===== src/rtl/vt_pkg.sv =====
package vt_pkg;
  localparam int ADDR_W    = 12;
  localparam int WORD_STEP = 16;

  localparam logic [ADDR_W-1:0] BASE_ISR  = 12'h100;
  localparam logic [ADDR_W-1:0] BASE_TRIG = 12'h180;
  localparam logic [ADDR_W-1:0] BASE_REQ  = 12'h200;
  localparam logic [ADDR_W-1:0] BASE_EN   = 12'h480;

  typedef enum logic [2:0] {
    RGN_NONE,
    RGN_ISR,
    RGN_TRIG,
    RGN_REQ,
    RGN_EN
  } vt_region_e;

  // True when addr lands on a word-aligned slot inside a region of nwords words
  function automatic logic in_region(input logic [ADDR_W-1:0] addr,
                                     input logic [ADDR_W-1:0] base,
                                     input int nwords);
    int unsigned a, b;
    a = int'(addr);
    b = int'(base);
    return (a >= b) && (a < b + nwords * WORD_STEP) && (addr[3:0] == 4'h0);
  endfunction

  function automatic vt_region_e decode_region(input logic [ADDR_W-1:0] addr,
                                               input int nwords);
    if (in_region(addr, BASE_ISR, nwords))  return RGN_ISR;
    if (in_region(addr, BASE_TRIG, nwords)) return RGN_TRIG;
    if (in_region(addr, BASE_REQ, nwords))  return RGN_REQ;
    if (in_region(addr, BASE_EN, nwords))   return RGN_EN;
    return RGN_NONE;
  endfunction

  // Word index inside a region (meaningful only after decode_region hit)
  function automatic int word_index(input logic [ADDR_W-1:0] addr,
                                    input logic [ADDR_W-1:0] base);
    return (int'(addr) - int'(base)) / WORD_STEP;
  endfunction
endpackage


===== src/rtl/vt_vec_bank.sv =====
module vt_vec_bank #(
  parameter int NUM_VEC   = 256,
  parameter int WORD_W    = 32,
  parameter int MIN_LEGAL = 16,
  localparam int VEC_W     = $clog2(NUM_VEC),
  localparam int NUM_WORDS = NUM_VEC / WORD_W,
  localparam int WIDX_W    = (NUM_WORDS > 1) ? $clog2(NUM_WORDS) : 1
) (
  input  logic               clk,
  input  logic               rst_n,
  input  logic               raise_valid,
  input  logic [VEC_W-1:0]   raise_vec,
  input  logic               lower_valid,
  input  logic [VEC_W-1:0]   lower_vec,
  input  logic               ack_valid,
  input  logic [VEC_W-1:0]   ack_vec,
  input  logic               en_wr,
  input  logic [WIDX_W-1:0]  en_wr_word,
  input  logic [WORD_W-1:0]  en_wr_data,
  output logic [NUM_VEC-1:0] req_vec,
  output logic [NUM_VEC-1:0] isr_vec,
  output logic [NUM_VEC-1:0] en_vec,
  output logic               raise_accept,
  output logic               raise_illegal,
  output logic               raise_err
);
  logic [NUM_VEC-1:0] req_nxt, isr_nxt, en_nxt;

  assign raise_illegal = raise_valid && (int'(raise_vec) < MIN_LEGAL);
  assign raise_accept  = raise_valid && !raise_illegal && en_vec[raise_vec];

  always_comb begin
    req_nxt = req_vec;
    isr_nxt = isr_vec;
    if (lower_valid) req_nxt[lower_vec] = 1'b0;
    if (ack_valid) begin
      isr_nxt[ack_vec] = 1'b1;
      req_nxt[ack_vec] = 1'b0;
    end
    if (raise_accept) req_nxt[raise_vec] = 1'b1;
  end

  genvar k;
  generate
    for (k = 0; k < NUM_WORDS; k++) begin : g_en_word
      always_comb begin
        if (en_wr && (int'(en_wr_word) == k))
          en_nxt[k*WORD_W +: WORD_W] = en_wr_data;
        else
          en_nxt[k*WORD_W +: WORD_W] = en_vec[k*WORD_W +: WORD_W];
      end
    end
  endgenerate

  always_ff @(posedge clk) begin
    if (!rst_n) begin
      req_vec   <= '0;
      isr_vec   <= '0;
      en_vec    <= '1;
      raise_err <= 1'b0;
    end else begin
      req_vec   <= req_nxt;
      isr_vec   <= isr_nxt;
      en_vec    <= en_nxt;
      raise_err <= raise_illegal;
    end
  end
endmodule


===== src/rtl/vt_prio_enc.sv =====
module vt_prio_enc #(
  parameter int NUM_VEC = 256,
  localparam int VEC_W = $clog2(NUM_VEC)
) (
  input  logic [NUM_VEC-1:0] req_vec,
  output logic               pending,
  output logic [VEC_W-1:0]   top_vec
);
  always_comb begin
    pending = 1'b0;
    top_vec = '0;
    for (int i = 0; i < NUM_VEC; i++) begin
      if (req_vec[i]) begin
        pending = 1'b1;
        top_vec = VEC_W'(i);
      end
    end
  end
endmodule


===== src/rtl/vt_regport.sv =====
module vt_regport
  import vt_pkg::*;
#(
  parameter int NUM_VEC = 256,
  parameter int WORD_W  = 32,
  localparam int NUM_WORDS = NUM_VEC / WORD_W,
  localparam int WIDX_W    = (NUM_WORDS > 1) ? $clog2(NUM_WORDS) : 1
) (
  input  logic               clk,
  input  logic               rst_n,
  input  logic [ADDR_W-1:0]  reg_addr,
  input  logic               reg_wr_en,
  input  logic [NUM_VEC-1:0] req_vec,
  input  logic [NUM_VEC-1:0] isr_vec,
  input  logic [NUM_VEC-1:0] en_vec,
  input  logic [NUM_VEC-1:0] trig_vec,
  output logic [WORD_W-1:0]  reg_rdata,
  output logic               en_wr,
  output logic [WIDX_W-1:0]  en_wr_word,
  output logic               ro_write,
  output logic               reg_wr_err
);
  vt_region_e rgn;
  int         widx;

  always_comb begin
    rgn  = decode_region(reg_addr, NUM_WORDS);
    widx = 0;
    unique case (rgn)
      RGN_ISR:  widx = word_index(reg_addr, BASE_ISR);
      RGN_TRIG: widx = word_index(reg_addr, BASE_TRIG);
      RGN_REQ:  widx = word_index(reg_addr, BASE_REQ);
      RGN_EN:   widx = word_index(reg_addr, BASE_EN);
      default:  widx = 0;
    endcase
  end

  always_comb begin
    unique case (rgn)
      RGN_ISR:  reg_rdata = isr_vec[widx*WORD_W +: WORD_W];
      RGN_TRIG: reg_rdata = trig_vec[widx*WORD_W +: WORD_W];
      RGN_REQ:  reg_rdata = req_vec[widx*WORD_W +: WORD_W];
      RGN_EN:   reg_rdata = en_vec[widx*WORD_W +: WORD_W];
      default:  reg_rdata = '0;
    endcase
  end

  assign en_wr      = reg_wr_en && (rgn == RGN_EN);
  assign en_wr_word = WIDX_W'(widx);
  assign ro_write   = reg_wr_en && ((rgn == RGN_ISR) || (rgn == RGN_TRIG) || (rgn == RGN_REQ));

  always_ff @(posedge clk) begin
    if (!rst_n) reg_wr_err <= 1'b0;
    else        reg_wr_err <= ro_write;
  end
endmodule


===== src/rtl/vec_tracker.sv =====
module vec_tracker #(
  parameter int NUM_VEC   = 256,
  parameter int WORD_W    = 32,
  parameter int MIN_LEGAL = 16,
  localparam int VEC_W     = $clog2(NUM_VEC),
  localparam int NUM_WORDS = NUM_VEC / WORD_W,
  localparam int WIDX_W    = (NUM_WORDS > 1) ? $clog2(NUM_WORDS) : 1
) (
  input  logic                      clk,
  input  logic                      rst_n,
  input  logic                      raise_valid,
  input  logic [VEC_W-1:0]          raise_vec,
  input  logic                      lower_valid,
  input  logic [VEC_W-1:0]          lower_vec,
  input  logic                      ack_valid,
  input  logic [VEC_W-1:0]          ack_vec,
  input  logic [vt_pkg::ADDR_W-1:0] reg_addr,
  input  logic                      reg_wr_en,
  input  logic [WORD_W-1:0]         reg_wdata,
  output logic [WORD_W-1:0]         reg_rdata,
  output logic                      reg_wr_err,
  output logic                      raise_err,
  output logic                      pending,
  output logic [VEC_W-1:0]          top_vec
);
  logic [NUM_VEC-1:0] req_vec, isr_vec, en_vec, trig_vec;
  logic               raise_accept, raise_illegal;
  logic               en_wr, ro_write;
  logic [WIDX_W-1:0]  en_wr_word;

  // Trigger mode is never set by any command in this block
  assign trig_vec = '0;

  vt_vec_bank #(.NUM_VEC(NUM_VEC), .WORD_W(WORD_W), .MIN_LEGAL(MIN_LEGAL)) bank_i (
    .clk(clk), .rst_n(rst_n),
    .raise_valid(raise_valid), .raise_vec(raise_vec),
    .lower_valid(lower_valid), .lower_vec(lower_vec),
    .ack_valid(ack_valid), .ack_vec(ack_vec),
    .en_wr(en_wr), .en_wr_word(en_wr_word), .en_wr_data(reg_wdata),
    .req_vec(req_vec), .isr_vec(isr_vec), .en_vec(en_vec),
    .raise_accept(raise_accept), .raise_illegal(raise_illegal),
    .raise_err(raise_err)
  );

  vt_prio_enc #(.NUM_VEC(NUM_VEC)) enc_i (
    .req_vec(req_vec), .pending(pending), .top_vec(top_vec)
  );

  vt_regport #(.NUM_VEC(NUM_VEC), .WORD_W(WORD_W)) port_i (
    .clk(clk), .rst_n(rst_n),
    .reg_addr(reg_addr), .reg_wr_en(reg_wr_en),
    .req_vec(req_vec), .isr_vec(isr_vec), .en_vec(en_vec), .trig_vec(trig_vec),
    .reg_rdata(reg_rdata), .en_wr(en_wr), .en_wr_word(en_wr_word),
    .ro_write(ro_write), .reg_wr_err(reg_wr_err)
  );
endmodule


===== config.mk =====
export PLATFORM = sky130hd
export DESIGN_NAME = vec_tracker
export DESIGN_NICKNAME = d
export VERILOG_FILES = /design/src/rtl/vt_pkg.sv /design/src/rtl/vt_vec_bank.sv /design/src/rtl/vt_prio_enc.sv /design/src/rtl/vt_regport.sv /design/src/rtl/vec_tracker.sv
export SDC_FILE = /design/constraint.sdc
export NUM_CORES = 2
export LEC_CHECK = 0
export ABC_AREA = 1
export BUFFER_PORTS_ARGS = -buffer_cell sky130_fd_sc_hd__buf_2
export CORE_UTILIZATION = 25
export DETAILED_ROUTE_END_ITERATION = 6
export PLACE_DENSITY = 0.51
export SYNTH_ARGS = -nofsm -noshare
export SYNTH_HDL_FRONTEND = slang
export SYNTH_SLANG_ARGS = --single-unit

===== constraint.sdc =====
create_clock -name clk -period 15.5 [get_ports clk]
set_input_delay 2.325 -clock clk [delete_from_list [all_inputs] [get_ports clk]]
set_output_delay 2.325 -clock clk [all_outputs]
set_load 0.05 [all_outputs]

Word-level counts from Yosys, hierarchy flattened. Index checks and enable logic that the tools add are counted.

Magnitude comparators: 15. Shifts and indexed selects: 4. Eq/ne operators: 11. Reduce and logical (&&, ||, !) cells: 33. Bitwise gates (word level): 10. Multiplexer cells: 542. Add/sub/neg operators: 8.

Operators with widths (count): 8-bit two-way mux (128); 256-bit two-way mux (3); 256-bit by 32-bit indexed part select with 32-bit output (3); 256-bit AND (2); 256-bit inverter (2); 256-bit OR (2); 7-bit two-way mux (64); 1-bit two-way mux (271); 256-bit by 32-bit indexed part select with 32-bit output, first input constant (1); 6-bit two-way mux (32); 32-bit case mux with 4 select lines (1); 27-bit by 1-bit adder with 27-bit output (4); 27-bit case mux with 4 select lines (1); 5-bit two-way mux (16); 3-bit two-way mux (12); 4-bit two-way mux (8); 8-bit by 9-bit < comparator with 1-bit output, second input constant (3); 12-bit by 9-bit subtractor with 13-bit output, second input constant (2); 1-bit demux with 8-bit select (3); 12-bit by 9-bit greater-or-equal comparator with 1-bit output, second input constant (2); 8-bit by 1-bit greater-or-equal comparator with 1-bit output, second input constant (3); 1-bit logical AND (24); 12-bit by 10-bit < comparator with 1-bit output, second input constant (2); 4-bit OR reduction (4); other kinds (17) (30).

Register bits after elaboration: 770. Output and inout bits: 43. Input bits: 74. Logic and storage cells: 635.

Longest topological paths before layout.
Depth in word-level cells: 256. Gate-level depth with buffers: 249. Mapped depth without buffers: 249.

By module. A second synthesis with hierarchy kept.

Cell total of the unflattened synthesis: 7743. Area total of the unflattened synthesis: 46621.0 µm².

By module, submodules not included: vt_vec_bank (area an instance 32621.3 µm², times used 1, cells an instance 4638); vt_regport (area an instance 9980.8 µm², times used 1, cells an instance 2141); vt_prio_enc (area an instance 4015.1 µm², times used 1, cells an instance 963); vec_tracker (area an instance 3.8 µm², times used 1, cells an instance 1).

Worst setup path before layout. No wires, ideal clock.

Path type: reg-to-output. From: reg bank_i.req_vec[2]. To: out top_vec[0]. Setup slack: 2.170 ns. Required time: 13.175 ns. Cell stages (with the launch flop): 250. Arrival: 11.005 ns. Cells stage by stage: dfxtp_1 > inv_1 > nand2_1 > nand2_1 > nand2_1 > nand2_1 > nand2_1 > nand2_1 > nand2_1 > nand2_1 > nand2_1 > nand2_1 > nand2_1 > nand2_1 > nand2_1 > nand2_1 > nand2_1 > nand2_1 > [214 not listed] > nand2_1 > nand2_1 > nand2_1 > nand2_1 > nand2_1 > nand2_1 > nand2_1 > nand2_1 > nand2_1 > nand2_1 > nand2_1 > nand2_1 > nand2_1 > nand2_1 > nand2_1 > nand2_1 > nand2_1 > nand2_1.

Cells in the longest elaborated chain, start to end: 254.

RTL lines: start: declaration (RTL line vt_vec_bank.sv:20) `output logic [NUM_VEC-1:0] req_vec,`; start signal: assignment (RTL line vt_vec_bank.sv:62) `req_vec <= req_nxt;`; 2-bit two-way mux (2 in series) (RTL line vt_prio_enc.sv:13) `if (req_vec[i]) begin`; 3-bit two-way mux (4 in series) (RTL line vt_prio_enc.sv:13); 4-bit two-way mux (8 in series) (RTL line vt_prio_enc.sv:13); 5-bit two-way mux (16 in series) (RTL line vt_prio_enc.sv:13); 6-bit two-way mux (32 in series) (RTL line vt_prio_enc.sv:13); 7-bit two-way mux (64 in series) (RTL line vt_prio_enc.sv:13); 8-bit two-way mux (128 in series) (RTL line vt_prio_enc.sv:13); end: declaration (RTL line vec_tracker.sv:24) `output logic [VEC_W-1:0] top_vec`.

No other way between the ends.

Final worst setup path. Same ends and word-level chain as after synthesis.

==> flow_summary.toml <==
[outcome]
status = "finished, violations left"
failed_checks = "DRC, capacitance limit, slew limit, setup timing"

[synthesis]
syn_area_sq_um = 40900
synth_cell_types = 42
synth.most_common_cell = "nand2_1"
synthArstFlopShare = 0
syn_inst = 6002
ys_top_cells_by_count = "1,541 x nand2_1, 770 x dfxtp_1, 636 x inv_1"
syn_area_per_cell_sq_um = 6.82
synth.top_cell.area_share = 0.377
ys.flop_type = "dfxtp_1"
synth.area.top_cells = "dfxtp_1 38%, nand2_1 14%, nand3_1 7.4%"
yosysTopAreaCell = "dfxtp_1"
ys_seq_elements = 770
ys_seq_area_frac = 0.377
synth_nets = 6087
synth_edf_count = 0
synth_warnings = 0

[min_path]
worstHoldEndpoint = "bank_i.isr_vec[230]$_SDFFE_PN0P_"
hp-start = "bank_i.isr_vec[230]$_SDFFE_PN0P_"
min_path_type = "flip-flop to flip-flop"
hold_depth = 2

[clocking]
htree_levels = 3
clock_sinks = 770
clockBufferDepth = 3
path_clk_slew_ps = 60
hold_buffers = 0
cts_tree = "done"
cts_setup_buffers = 0
cts_root_buffer = "clkbuf_16"
numCtsBuffers = 93
insertion_delay_ps = 740

[critical_path]
crit_path_end_kind = "output port"
required_ps = 13180
r2r_setup_slack_ps = 11740
cpMostUsedCell = "nand2_1"
worstPathArrival_ps = 15280
worstPathMaxFanout = 2
max_stage_delay_ps = 320
setup.worst_path.class = "flip-flop to output port"
r2r_cells = 12
worst_path_max_delay_cell = "dfxtp_2"
reg2reg_from = "bank_i.en_vec[36]$_SDFFE_PN1P_"
r2r_end = "bank_i.req_vec[132]$_SDFF_PN0_"
startpoint_type = "flip-flop"

[timing]
drv_slew = 2
finalSetupViolCount = 1
max_freq_ghz = 0.0568
fin_crit_ps = 17610
final.setup.tns_ps = -2110
rsz0062_at_grt = "yes"
max_slew_margin = -0.0103
finClkSkew_ps = 35.1
setup_slack_ps = -2110
finalHoldViolCount = 0
worstMarginPinSlew_ps = 1500
post-route-period-util = 1.14

[pwr]
comb_power_share = 0.088
leakage_nw = 19.2
clkPwrFrac = 0.492
sw_frac_of_total = 0.281
power_frac_seq = 0.420
p_int_mw = 3.40
netSwitchingPower_mw = 1.33
p_per_area_nw_per_um2 = 98.5
ir_worst_vdd_v = 0.0000717

[drt]
detail-route-antenna-nets = 0
first_iter_violations = 7549
firstDrtPassIters = 7
via_per_inst = 5.66
wl_per_cell_microns = 30.8
wl_mm = 255
vias = 46700
drc = 3

[place]
globalplace.congestion = 1.02
place_ws_ps = -1500
placed_cells = 8071
placed_area_sq_um = 44700
numPortBuffers = 116
hpwl_mm = 167

[cells_and_area]
drive_gt1_frac = 0.110
area_growth_pct = 17.2
fin_cells = 8256
design_area_sq_um = 47900
layout.nets = 6076
fillerInstances = 18000
utilization = 0.295

[floorplan]
fp.dieW_microns = 407
die_h_microns = 407
design.core.area_sq_um = 163000
num_rows = 148
start_util = 0.252
die-area_sq_um = 165000
ioPinCount = 117

[run]
maxCapViolations = 1

[grt]
grt_pass1_wl_mm = 344
grt_usage = 0.298
antenna_found_initial = 21
first_global_vias = 41800
grt_max_degree = 203
overflow = 0
==> kinds of logic (layout without fill, tap and decap cells) <==
| family | count (synthesis) | in the layout | share of synthesized area |
|---|---|---|---|
| and+or+nand+nor | 2642 | 2642 | 0.264 |
| AOI/OAI and AO/OA | 1433 | 1433 | 0.223 |
| other | 0 | 15 | 0 |
| buffers and inverters | 1139 | 1203 | 0.131 |
| xor gates and xnor gates | 7 | 7 | 0.00150 |
| adders and majority gates | 11 | 11 | 0.00336 |
| DFF | 770 | 770 | 0.377 |
==> state kept, by name, indices dropped and copies added, names as in the netlist <==
| register | flops |
|---|---|
| bank_i.req_vec | 256 |
| bank_i.raise_err | 1 |
| bank_i.isr_vec | 256 |
| bank_i.en_vec | 256 |
| port_i.reg_wr_err | 1 |
==> critical path: cells and delay by family (launching register included) <==
kind	cells	cell delay, ps
buffers and inverters	2	210
flip-flops	1	320
AND/OR/NAND/NOR	248	13910
==> cells in the final DEF, fill, tap and decap left out, drive strengths merged <==
cell	synthesis	layout
nor2	426	426
xor2	6	6
o41ai	3	3
o31ai	23	23
a31oi	71	71
clkbuf	390	136
clkinvlp	0	2
o221ai	157	157
a21boi	2	2
xnor2	1	1
nand2	1541	1541
o21bai	3	3
a2111oi	1	1
a311oi	2	2
a22o	8	8
o311a	1	1
o21ai	159	159
o311ai	15	15
nand3	604	604
a211oi	2	2
nor4	17	17
o22ai	78	78
a21oi	536	536
o21a	3	3
nor3	24	24
buf	18	302
diode	0	15
a32o	1	1
or2	5	5
o211ai	280	280
inv	643	646
bufinv	80	86
a22oi	66	66
clkinv	8	31
ha	11	11
and3	6	6
nand4	19	19
a211o	1	1
dfxtp	770	770
a221oi	21	21
==> what timing repair did <==
action | CTS | global route
pin swaps | 4 | 4
hold endpoints to repair | 0 | 0
gates resized for setup | 16 | 5
setup endpoints to repair | 1 | 1
==> per-stage QoR <==
step	hold slack, ps	power [mW]
3_5_place_dp	440	2.42
6_report	450	4.72
4_1_cts	449	4.70
3_3_place_gp	435	2.42
5_1_grt	460	4.80
2_1_floorplan	430	2.20
==> per-layer routing <==
| layer | vias to the layer above | GRT usage | share of wire |
|---|---|---|---|
| met3 | 784 | 0.0883 | 0.13 |
| met2 | 3456 | 0.423 | 0.40 |
| met4 | 16 | 0.212 | 0.081 |
| met5 | - | 0 | 0.00039 |
| met1 | 22200 | 0.382 | 0.39 |
| li1 | 20300 | - | - |
==> worst max path at each step <==
stage / startpoint / endpoint / cells after the start
final: bank_i.req_vec[2]$_SDFF_PN0_ / top_vec[0] / 250
after global routing: bank_i.req_vec[2]$_SDFF_PN0_ / top_vec[0] / 250
after CTS: bank_i.req_vec[2]$_SDFF_PN0_ / top_vec[0] / 250
after detailed placement: bank_i.req_vec[2]$_SDFF_PN0_ / top_vec[0] / 250
after global placement: bank_i.req_vec[2]$_SDFF_PN0_ / top_vec[0] / 250
after floorplan: bank_i.req_vec[2]$_SDFF_PN0_ / top_vec[0] / 249
==> power groups by stage <==
stage / clock, mW / combinational, mW / sequential (mW)
6_report: 2.32 / 0.415 / 1.98
5_1_grt: 2.40 / 0.413 / 1.98
4_1_cts: 2.32 / 0.396 / 1.98
3_5_place_dp: 0 / 0.395 / 2.03
3_3_place_gp: 0 / 0.396 / 2.03
2_1_floorplan: 0 / 0.177 / 2.03
==> final cells by class <==
class / count / area (sq um) / area share
Tap cell: 2175 / 2720 / 0.0568
Clock buffer: 136 / 2790 / 0.0583
Inverter: 731 / 3850 / 0.0804
Timing Repair Buffer: 302 / 2040 / 0.0425
Multi-Input combinational cell: 4093 / 20700 / 0.432
Antenna cell: 15 / 37.5 / 0.000783
Sequential cell: 770 / 15400 / 0.322
Clock inverter: 34 / 348 / 0.00726
Power figures use the tool's default switching activity.
